<file path="config.mk">
export PLATFORM = sky130hd
export DESIGN_NAME = rx_reject_ctrl
export DESIGN_NICKNAME = d
export VERILOG_FILES = /design/src/rtl/rrc_pkg.sv /design/src/rtl/rrc_frame_tracker.sv /design/src/rtl/rrc_addr_table.sv /design/src/rtl/rrc_reject_pulse.sv /design/src/rtl/rx_reject_ctrl.sv
export SDC_FILE = /design/constraint.sdc
export NUM_CORES = 1
export LEC_CHECK = 0
export BUFFER_PORTS_ARGS = -buffer_cell sky130_fd_sc_hd__clkbuf_2
export CAP_MARGIN = 15
export CORE_UTILIZATION = 53
export CTS_CLUSTER_DIAMETER = 200
export DETAILED_ROUTE_END_ITERATION = 10
export PLACE_DENSITY_LB_ADDON = 0.3
export SLEW_MARGIN = 20
export SYNTH_ARGS = -nofsm -noshare
export SYNTH_HDL_FRONTEND = slang
export SYNTH_SLANG_ARGS = --single-unit
</file>
<file path="constraint.sdc">
create_clock -name clk -period 3 [get_ports clk]
set_input_delay 0.15 -clock clk [delete_from_list [all_inputs] [get_ports clk]]
set_output_delay 0.15 -clock clk [all_outputs]
set_load 0.005 [all_outputs]
</file>
<file path="src/rtl/rrc_pkg.sv">
`timescale 1ns/1ps
package rrc_pkg;

    localparam int NIB_W     = 4;
    localparam int MAC_W     = 48;
    localparam int ADDR_NIBS = MAC_W / NIB_W;
    localparam int SH_W      = MAC_W - NIB_W;

    localparam logic [NIB_W-1:0] SFD_LEAD = 4'h5;
    localparam logic [NIB_W-1:0] SFD_MARK = 4'hD;

    typedef logic [NIB_W-1:0] nibble_t;
    typedef logic [MAC_W-1:0] mac_t;

    typedef enum logic [1:0] {
        RX_IDLE,
        RX_HUNT,
        RX_ADDR,
        RX_DONE
    } rx_phase_e;

    typedef struct packed {
        logic valid;
        mac_t mac;
    } tbl_entry_t;

    typedef struct packed {
        logic last;
        mac_t addr;
    } addr_probe_t;

    // New nibble enters at the top; after ADDR_NIBS shifts the first one sits at bit 0.
    function automatic mac_t shift_in(input logic [SH_W-1:0] sh, input nibble_t nib);
        return {nib, sh};
    endfunction

    function automatic logic entry_hit(input tbl_entry_t e, input mac_t a);
        return e.valid && (e.mac == a);
    endfunction

    function automatic logic is_sfd(input nibble_t prev, input nibble_t cur);
        return (prev == SFD_LEAD) && (cur == SFD_MARK);
    endfunction

endpackage

</file>
<file path="src/rtl/rrc_frame_tracker.sv">
`timescale 1ns/1ps
module rrc_frame_tracker
    import rrc_pkg::*;
(
    input  logic        clk,
    input  logic        rst,
    input  nibble_t     rxd,
    input  logic        rx_dv,
    output addr_probe_t probe,
    output logic        sfd_hit
);

    localparam int CNT_W = $clog2(ADDR_NIBS);
    localparam logic [CNT_W-1:0] LAST_IDX = CNT_W'(ADDR_NIBS - 1);

    rx_phase_e        phase_q;
    nibble_t          prev_q;
    logic [SH_W-1:0]  sh_q;
    logic [CNT_W-1:0] cnt_q;
    logic             hunting;

    assign hunting = (phase_q == RX_IDLE) || (phase_q == RX_HUNT);
    assign sfd_hit = hunting && rx_dv && is_sfd(prev_q, rxd);

    always_comb begin
        probe.addr = shift_in(sh_q, rxd);
        probe.last = (phase_q == RX_ADDR) && rx_dv && (cnt_q == LAST_IDX);
    end

    always_ff @(posedge clk) begin
        if (rst) begin
            phase_q <= RX_IDLE;
            prev_q  <= '0;
            sh_q    <= '0;
            cnt_q   <= '0;
        end else if (!rx_dv) begin
            phase_q <= RX_IDLE;
            prev_q  <= '0;
            cnt_q   <= '0;
        end else begin
            case (phase_q)
                RX_IDLE, RX_HUNT: begin
                    prev_q <= rxd;
                    if (sfd_hit) begin
                        phase_q <= RX_ADDR;
                        cnt_q   <= '0;
                    end else begin
                        phase_q <= RX_HUNT;
                    end
                end
                RX_ADDR: begin
                    sh_q <= probe.addr[MAC_W-1:NIB_W];
                    if (probe.last) begin
                        phase_q <= RX_DONE;
                    end else begin
                        cnt_q <= cnt_q + 1'b1;
                    end
                end
                default: phase_q <= RX_DONE;
            endcase
        end
    end

    // a low data-valid always sends the tracker back to idle
    assert_idle_on_dv_low_R9: assert property (@(posedge clk) disable iff (rst)
        !rx_dv |=> (phase_q == RX_IDLE));

    // a delimiter starts address collection at nibble zero
    assert_sfd_starts_addr_R2: assert property (@(posedge clk) disable iff (rst)
        sfd_hit |=> (phase_q == RX_ADDR) && (cnt_q == '0));

    // once the address is complete no further decision is prepared
    assert_single_decision_R11: assert property (@(posedge clk) disable iff (rst)
        probe.last |=> (phase_q == RX_DONE));

endmodule

</file>
<file path="src/rtl/rrc_addr_table.sv">
`timescale 1ns/1ps
module rrc_addr_table
    import rrc_pkg::*;
#(
    parameter int DEPTH = 8
) (
    input  logic                     clk,
    input  logic                     rst,
    input  logic                     wr_en,
    input  logic [$clog2(DEPTH)-1:0] wr_idx,
    input  tbl_entry_t               wr_entry,
    input  mac_t                     probe_addr,
    output logic                     hit
);

    localparam int IDX_W = $clog2(DEPTH);

    tbl_entry_t       tbl_q [DEPTH];
    logic [DEPTH-1:0] hit_vec;

    for (genvar g = 0; g < DEPTH; g++) begin : g_slot
        always_ff @(posedge clk) begin
            if (rst) begin
                tbl_q[g] <= '0;
            end else if (wr_en && (wr_idx == IDX_W'(g))) begin
                tbl_q[g] <= wr_entry;
            end
        end
        assign hit_vec[g] = entry_hit(tbl_q[g], probe_addr);
    end

    assign hit = |hit_vec;

    // a write lands in the addressed slot on the next edge
    assert_write_lands_R10: assert property (@(posedge clk) disable iff (rst)
        wr_en |=> (tbl_q[$past(wr_idx)] == $past(wr_entry)));

endmodule

</file>
<file path="src/rtl/rrc_reject_pulse.sv">
`timescale 1ns/1ps
module rrc_reject_pulse #(
    parameter int PULSE_CYCLES = 3
) (
    input  logic clk,
    input  logic rst,
    input  logic fire,
    input  logic rx_er,
    input  logic active_low,
    output logic active_o,
    output logic reject_o,
    output logic force_err_o
);

    localparam int CNT_W = $clog2(PULSE_CYCLES + 1);
    localparam int RUN_W = $clog2(PULSE_CYCLES + 2) + 1;
    localparam logic [CNT_W-1:0] RELOAD = CNT_W'(PULSE_CYCLES - 1);

    logic             act_q;
    logic [CNT_W-1:0] left_q;

    always_ff @(posedge clk) begin
        if (rst) begin
            act_q  <= 1'b0;
            left_q <= '0;
        end else if (fire) begin
            act_q  <= 1'b1;
            left_q <= RELOAD;
        end else if (act_q) begin
            if (left_q == '0) begin
                act_q <= 1'b0;
            end else begin
                left_q <= left_q - 1'b1;
            end
        end
    end

    assign active_o    = act_q;
    assign reject_o    = act_q ^ active_low;
    assign force_err_o = act_q | rx_er;

    // Checker: length of the current active run, saturating
    logic [RUN_W-1:0] run_q;
    always_ff @(posedge clk) begin
        if (rst) begin
            run_q <= '0;
        end else if (!act_q) begin
            run_q <= '0;
        end else if (run_q != '1) begin
            run_q <= run_q + 1'b1;
        end
    end

    // every pulse lasts exactly PULSE_CYCLES cycles
    assert_pulse_width_R5: assert property (@(posedge clk) disable iff (rst)
        $fell(act_q) |-> (run_q == RUN_W'(PULSE_CYCLES)));

endmodule

</file>
<file path="src/rtl/rx_reject_ctrl.sv">
`timescale 1ns/1ps
module rx_reject_ctrl
    import rrc_pkg::*;
#(
    parameter int TBL_DEPTH    = 8,
    parameter int PULSE_CYCLES = 3,
    parameter int WIN_MAX_NIBS = 128
) (
    input  logic                         clk,
    input  logic                         rst,
    input  logic [3:0]                   rxd,
    input  logic                         rx_dv,
    input  logic                         rx_er,
    input  logic                         cfg_rej_active_low,
    input  logic                         tbl_wr_en,
    input  logic [$clog2(TBL_DEPTH)-1:0] tbl_wr_idx,
    input  logic                         tbl_wr_valid,
    input  logic [47:0]                  tbl_wr_mac,
    output logic                         rej_o,
    output logic                         force_err_o
);

    addr_probe_t probe;
    logic        sfd_hit;
    logic        hit;
    logic        fire;
    logic        rej_active;
    tbl_entry_t  wr_entry;

    assign wr_entry.valid = tbl_wr_valid;
    assign wr_entry.mac   = tbl_wr_mac;

    rrc_frame_tracker u_tracker (
        .clk     (clk),
        .rst     (rst),
        .rxd     (rxd),
        .rx_dv   (rx_dv),
        .probe   (probe),
        .sfd_hit (sfd_hit)
    );

    rrc_addr_table #(
        .DEPTH (TBL_DEPTH)
    ) u_table (
        .clk        (clk),
        .rst        (rst),
        .wr_en      (tbl_wr_en),
        .wr_idx     (tbl_wr_idx),
        .wr_entry   (wr_entry),
        .probe_addr (probe.addr),
        .hit        (hit)
    );

    assign fire = probe.last && !hit;

    rrc_reject_pulse #(
        .PULSE_CYCLES (PULSE_CYCLES)
    ) u_pulse (
        .clk         (clk),
        .rst         (rst),
        .fire        (fire),
        .rx_er       (rx_er),
        .active_low  (cfg_rej_active_low),
        .active_o    (rej_active),
        .reject_o    (rej_o),
        .force_err_o (force_err_o)
    );

    // Checker: nibbles seen since the last delimiter, saturating
    localparam int WCNT_W = $clog2(WIN_MAX_NIBS + 1) + 1;
    logic [WCNT_W-1:0] win_cnt_q;
    always_ff @(posedge clk) begin
        if (rst) begin
            win_cnt_q <= '1;
        end else if (sfd_hit) begin
            win_cnt_q <= '0;
        end else if (rx_dv && (win_cnt_q != '1)) begin
            win_cnt_q <= win_cnt_q + 1'b1;
        end
    end

    // a refusal begins inside the window the MAC can still honour
    assert_reject_window_R6: assert property (@(posedge clk) disable iff (rst)
        $rose(rej_active) |-> (win_cnt_q >= WCNT_W'(1)) && (win_cnt_q <= WCNT_W'(WIN_MAX_NIBS)));

    // a refusal only starts from a completed, unmatched address
    assert_reject_cause_R4: assert property (@(posedge clk) disable iff (rst)
        $rose(rej_active) |-> $past(probe.last && !hit));

    // a matched address never starts a refusal
    assert_match_quiet_R3: assert property (@(posedge clk) disable iff (rst)
        (probe.last && hit && !rej_active) |=> !rej_active);

    // the strobe pin being active implies the merged error is raised
    assert_force_follows_R8: assert property (@(posedge clk) disable iff (rst)
        (rej_o != cfg_rej_active_low) |-> force_err_o);

endmodule

</file>
==> flow_metrics.py <==
metrics = {
    "hold_path": {
        "hold_path_class": "in -> reg",
    },
    "flow_run": {
        "max_cap_viol_count": 0,
    },
    "sta": {
        "hold_viol": 5,
        "hold_ws_ns": -0.00374,
        "finalMaxSlewViolations": 0,
        "setup_viol_count_final": 0,
        "setup_tns_ns": 0,
        "timing.fmax_ghz": 0.346,
        "fin_worst_skew_ns": 0.0111,
        "relSlewSlack_pct": 25.8,
        "period_needed_ns": 2.89,
        "worst_pin_slew_ns": 1.10,
        "fin_crit_sh_pct": 96.3,
        "rsz0062_at_grt": "no",
    },
    "synthesis": {
        "synth_nets": 1748,
        "synthCells": 1685,
        "synth-async-reset-ratio_pct": 0,
        "synth_cell_types": 47,
        "yosysWarnings": 0,
        "syn-cell-area_um2": 21100,
        "ys_ff_latch": 449,
        "syn_avg_cell_area_um2": 12.5,
        "yosysSeqAreaShare_pct": 61.1,
        "synth_edf_count": 392,
        "synth_ff_type": "edfxtp_1",
    },
    "power": {
        "leakage_nw": 8.78,
        "power_density_nw_per_um2": 593,
        "irDropWorstVdd_mv": 0.367,
    },
    "cts": {
        "htree_levels": 2,
        "cts-resized-gates": 0,
        "cts_root_buffer": "clkbuf_16",
        "clk_latency_ns": 0.58,
        "cts_setup_buffers": 0,
        "clockBufferDepth": 3,
        "clock-sinks": 449,
        "clk_pin_slew_ns": 0.06,
        "cts_tree": "built",
        "numCtsBuffers": 48,
    },
    "critical_path": {
        "cp-end-kind": "flip-flop",
        "startpoint_type": "flip-flop",
        "cp.arrival_ns": 3.32,
        "path_class": "reg -> reg",
        "cp_max_fo": 8,
        "worstPathRequired_ns": 3.43,
    },
    "route": {
        "drc": 0,
        "vias_per_cell": 6.07,
        "ant_nets": 0,
        "dr.pass1.iters": 9,
        "vias": 14200,
        "wire_per_inst_um": 29.3,
        "finalWirelength_mm": 68.4,
        "initialDrtViolationCount": 1902,
    },
    "global_routing": {
        "grt_pass1_wl_mm": 97.2,
        "antenna_found_initial": 3,
        "track_usage_pct": 34.1,
        "grt_pass1_vias": 13700,
        "grt_max_degree": 50,
        "grt_overflow": 0,
    },
    "floorplanning": {
        "die_w_um": 202,
        "die_y_um": 202,
        "start_util_pct": 54.1,
        "dieArea_um2": 40700,
        "num_rows": 72,
        "fp.coreArea_um2": 39000,
        "io_pins": 64,
    },
    "layout": {
        "syn_to_final_growth_pct": 13.6,
        "drive_gt1_share_pct": 12.5,
        "layoutNonFillerInstCount": 2335,
        "utilization_pct": 61.5,
        "fillers": 2989,
        "nets": 1837,
    },
    "place": {
        "hpwl_mm": 43.9,
        "place.detailed.instances": 2234,
        "port_buffers": 63,
        "gp_congestion": 1.01,
    },
    "run_status": {
        "outcome": "finished with violations",
        "violations": "negative hold slack",
    },
}
[per-stage QoR]
step | power [mW] | hold WS [ns] | worst slack (ns) | area (µm²)
2_1_floorplan | 7.89 | 0.348 | -0.113 | 21100
3_3_place_gp | 8.39 | 0.478 | 0.257 | 22400
3_5_place_dp | 8.41 | 0.480 | 0.220 | 22400
4_1_cts | 14.2 | 0.000539 | 0.214 | 24000
5_1_grt | 14.5 | 0.0115 | 0.126 | 24000
6_report | 14.2 | -0.00374 | 0.110 | 24000
[registers in the layout, summed over array words and instances, names as in the netlist]
signal             flops
u_table.tbl_q        392
u_tracker.sh_q        44
u_tracker.cnt_q        4
u_tracker.prev_q       4
u_pulse.left_q         2
u_tracker.phase_q      2
u_pulse.active_o       1
[where the power goes]
part | switching [mW] | leakage [nW] | internal, mW
Sequential | 0.173 | 4.25 | 7.16
Combinational | 0.669 | 3.79 | 0.314
Clock | 2.44 | 0.746 | 3.47
[Yosys cell counts (all sizes together), types with 2 or more instances]
master,number,area (µm²)
a2111oi,2,23.8
a21oi,50,250
and2,393,2460
and4,2,17.5
buf,49,305
clkbuf,56,210
dfxtp,57,1140
edfxtp,392,11800
inv,12,45.0
mux2i,5,50.1
nand2,97,364
nand2b,6,37.5
nand3,8,52.6
nand4,54,344
nand4b,2,17.5
nor2,24,90.1
nor3,9,45.0
nor4,57,357
o21ai,4,20.0
o21bai,6,45.0
o22ai,4,25.0
or2,4,25.0
or4,2,15.0
xnor2,177,1550
xor2,197,1730
[layout make-up]
class	instances	area [µm²]	area share [%]
timing repair buffer	144	1060	4.40
antenna	5	12.5	0.0522
clock inverter	15	171	0.715
sequential	449	12900	53.8
clock buffer	73	1370	5.70
multi-input combinational	1118	7770	32.4
tap	518	648	2.70
inverter	13	48.8	0.203
[cell usage in the layout (no fill, tap or decap), drive strengths merged, types with 11 or more instances in the layout]
master / n
edfxtp: 392
clkinv: 11
nand4: 54
clkbuf: 136
dfxtp: 57
nor2: 24
a21oi: 50
inv: 12
xnor2: 177
nor4: 57
buf: 73
xor2: 197
nand2: 97
and2: 393
[critical path: stages, from the launching register on]
cell and delay (ns):
dfxtp_1 0.73, xor2_1 0.16, nor4_1 0.79, nand4_1 0.35
nor4_1 0.36, a2111oi_0 0.14, nand4_2 0.13, a21oi_1 0.07
[repair_timing]
| action | in CTS | in global routing |
|---|---|---|
| hold endpoints to repair | 45 | 0 |
| endpoints found under the setup margin | 0 | 0 |
| hold buffers | 8 | 0 |
[metal layers]
layer  share of wire (%)  track usage (%)  vias up
li1                    -                -     5947
met1                  36             45.0     6970
met2                  45             52.0     1029
met3                  13             8.11      230
met4                 6.1             18.6        4
met5               0.034                0        -
[path summary, 6_finish.rpt]
check                     start                   end  slack, ns  depth (start not counted)
max           u_tracker.sh_q[5]      u_pulse.active_o       0.11                          7
min               tbl_wr_mac[7]  u_table.tbl_q[0][56]     -0.004                          2
max reg2reg   u_tracker.sh_q[5]      u_pulse.active_o       0.11                          7
min reg2reg  u_tracker.sh_q[20]    u_tracker.sh_q[20]       0.50                          2
[cells by family (layout without fill, tap and decap cells)]
kind of cell               count (synthesis)  in the layout  synth area share, %
and+or+nand+nor                          662            662                 18.2
DFF                                      449            449                 61.1
xor gates and xnor gates                 374            374                 15.5
buffers and inverters                    118            245                 2.67
AOI/OAI and AO/OA                         76             76                 2.14
muxes                                      5              5                0.237
adders and majority gates                  1              1               0.0592
other                                      0              5                    0
Note: power is estimated with default switching activity, not from simulation.
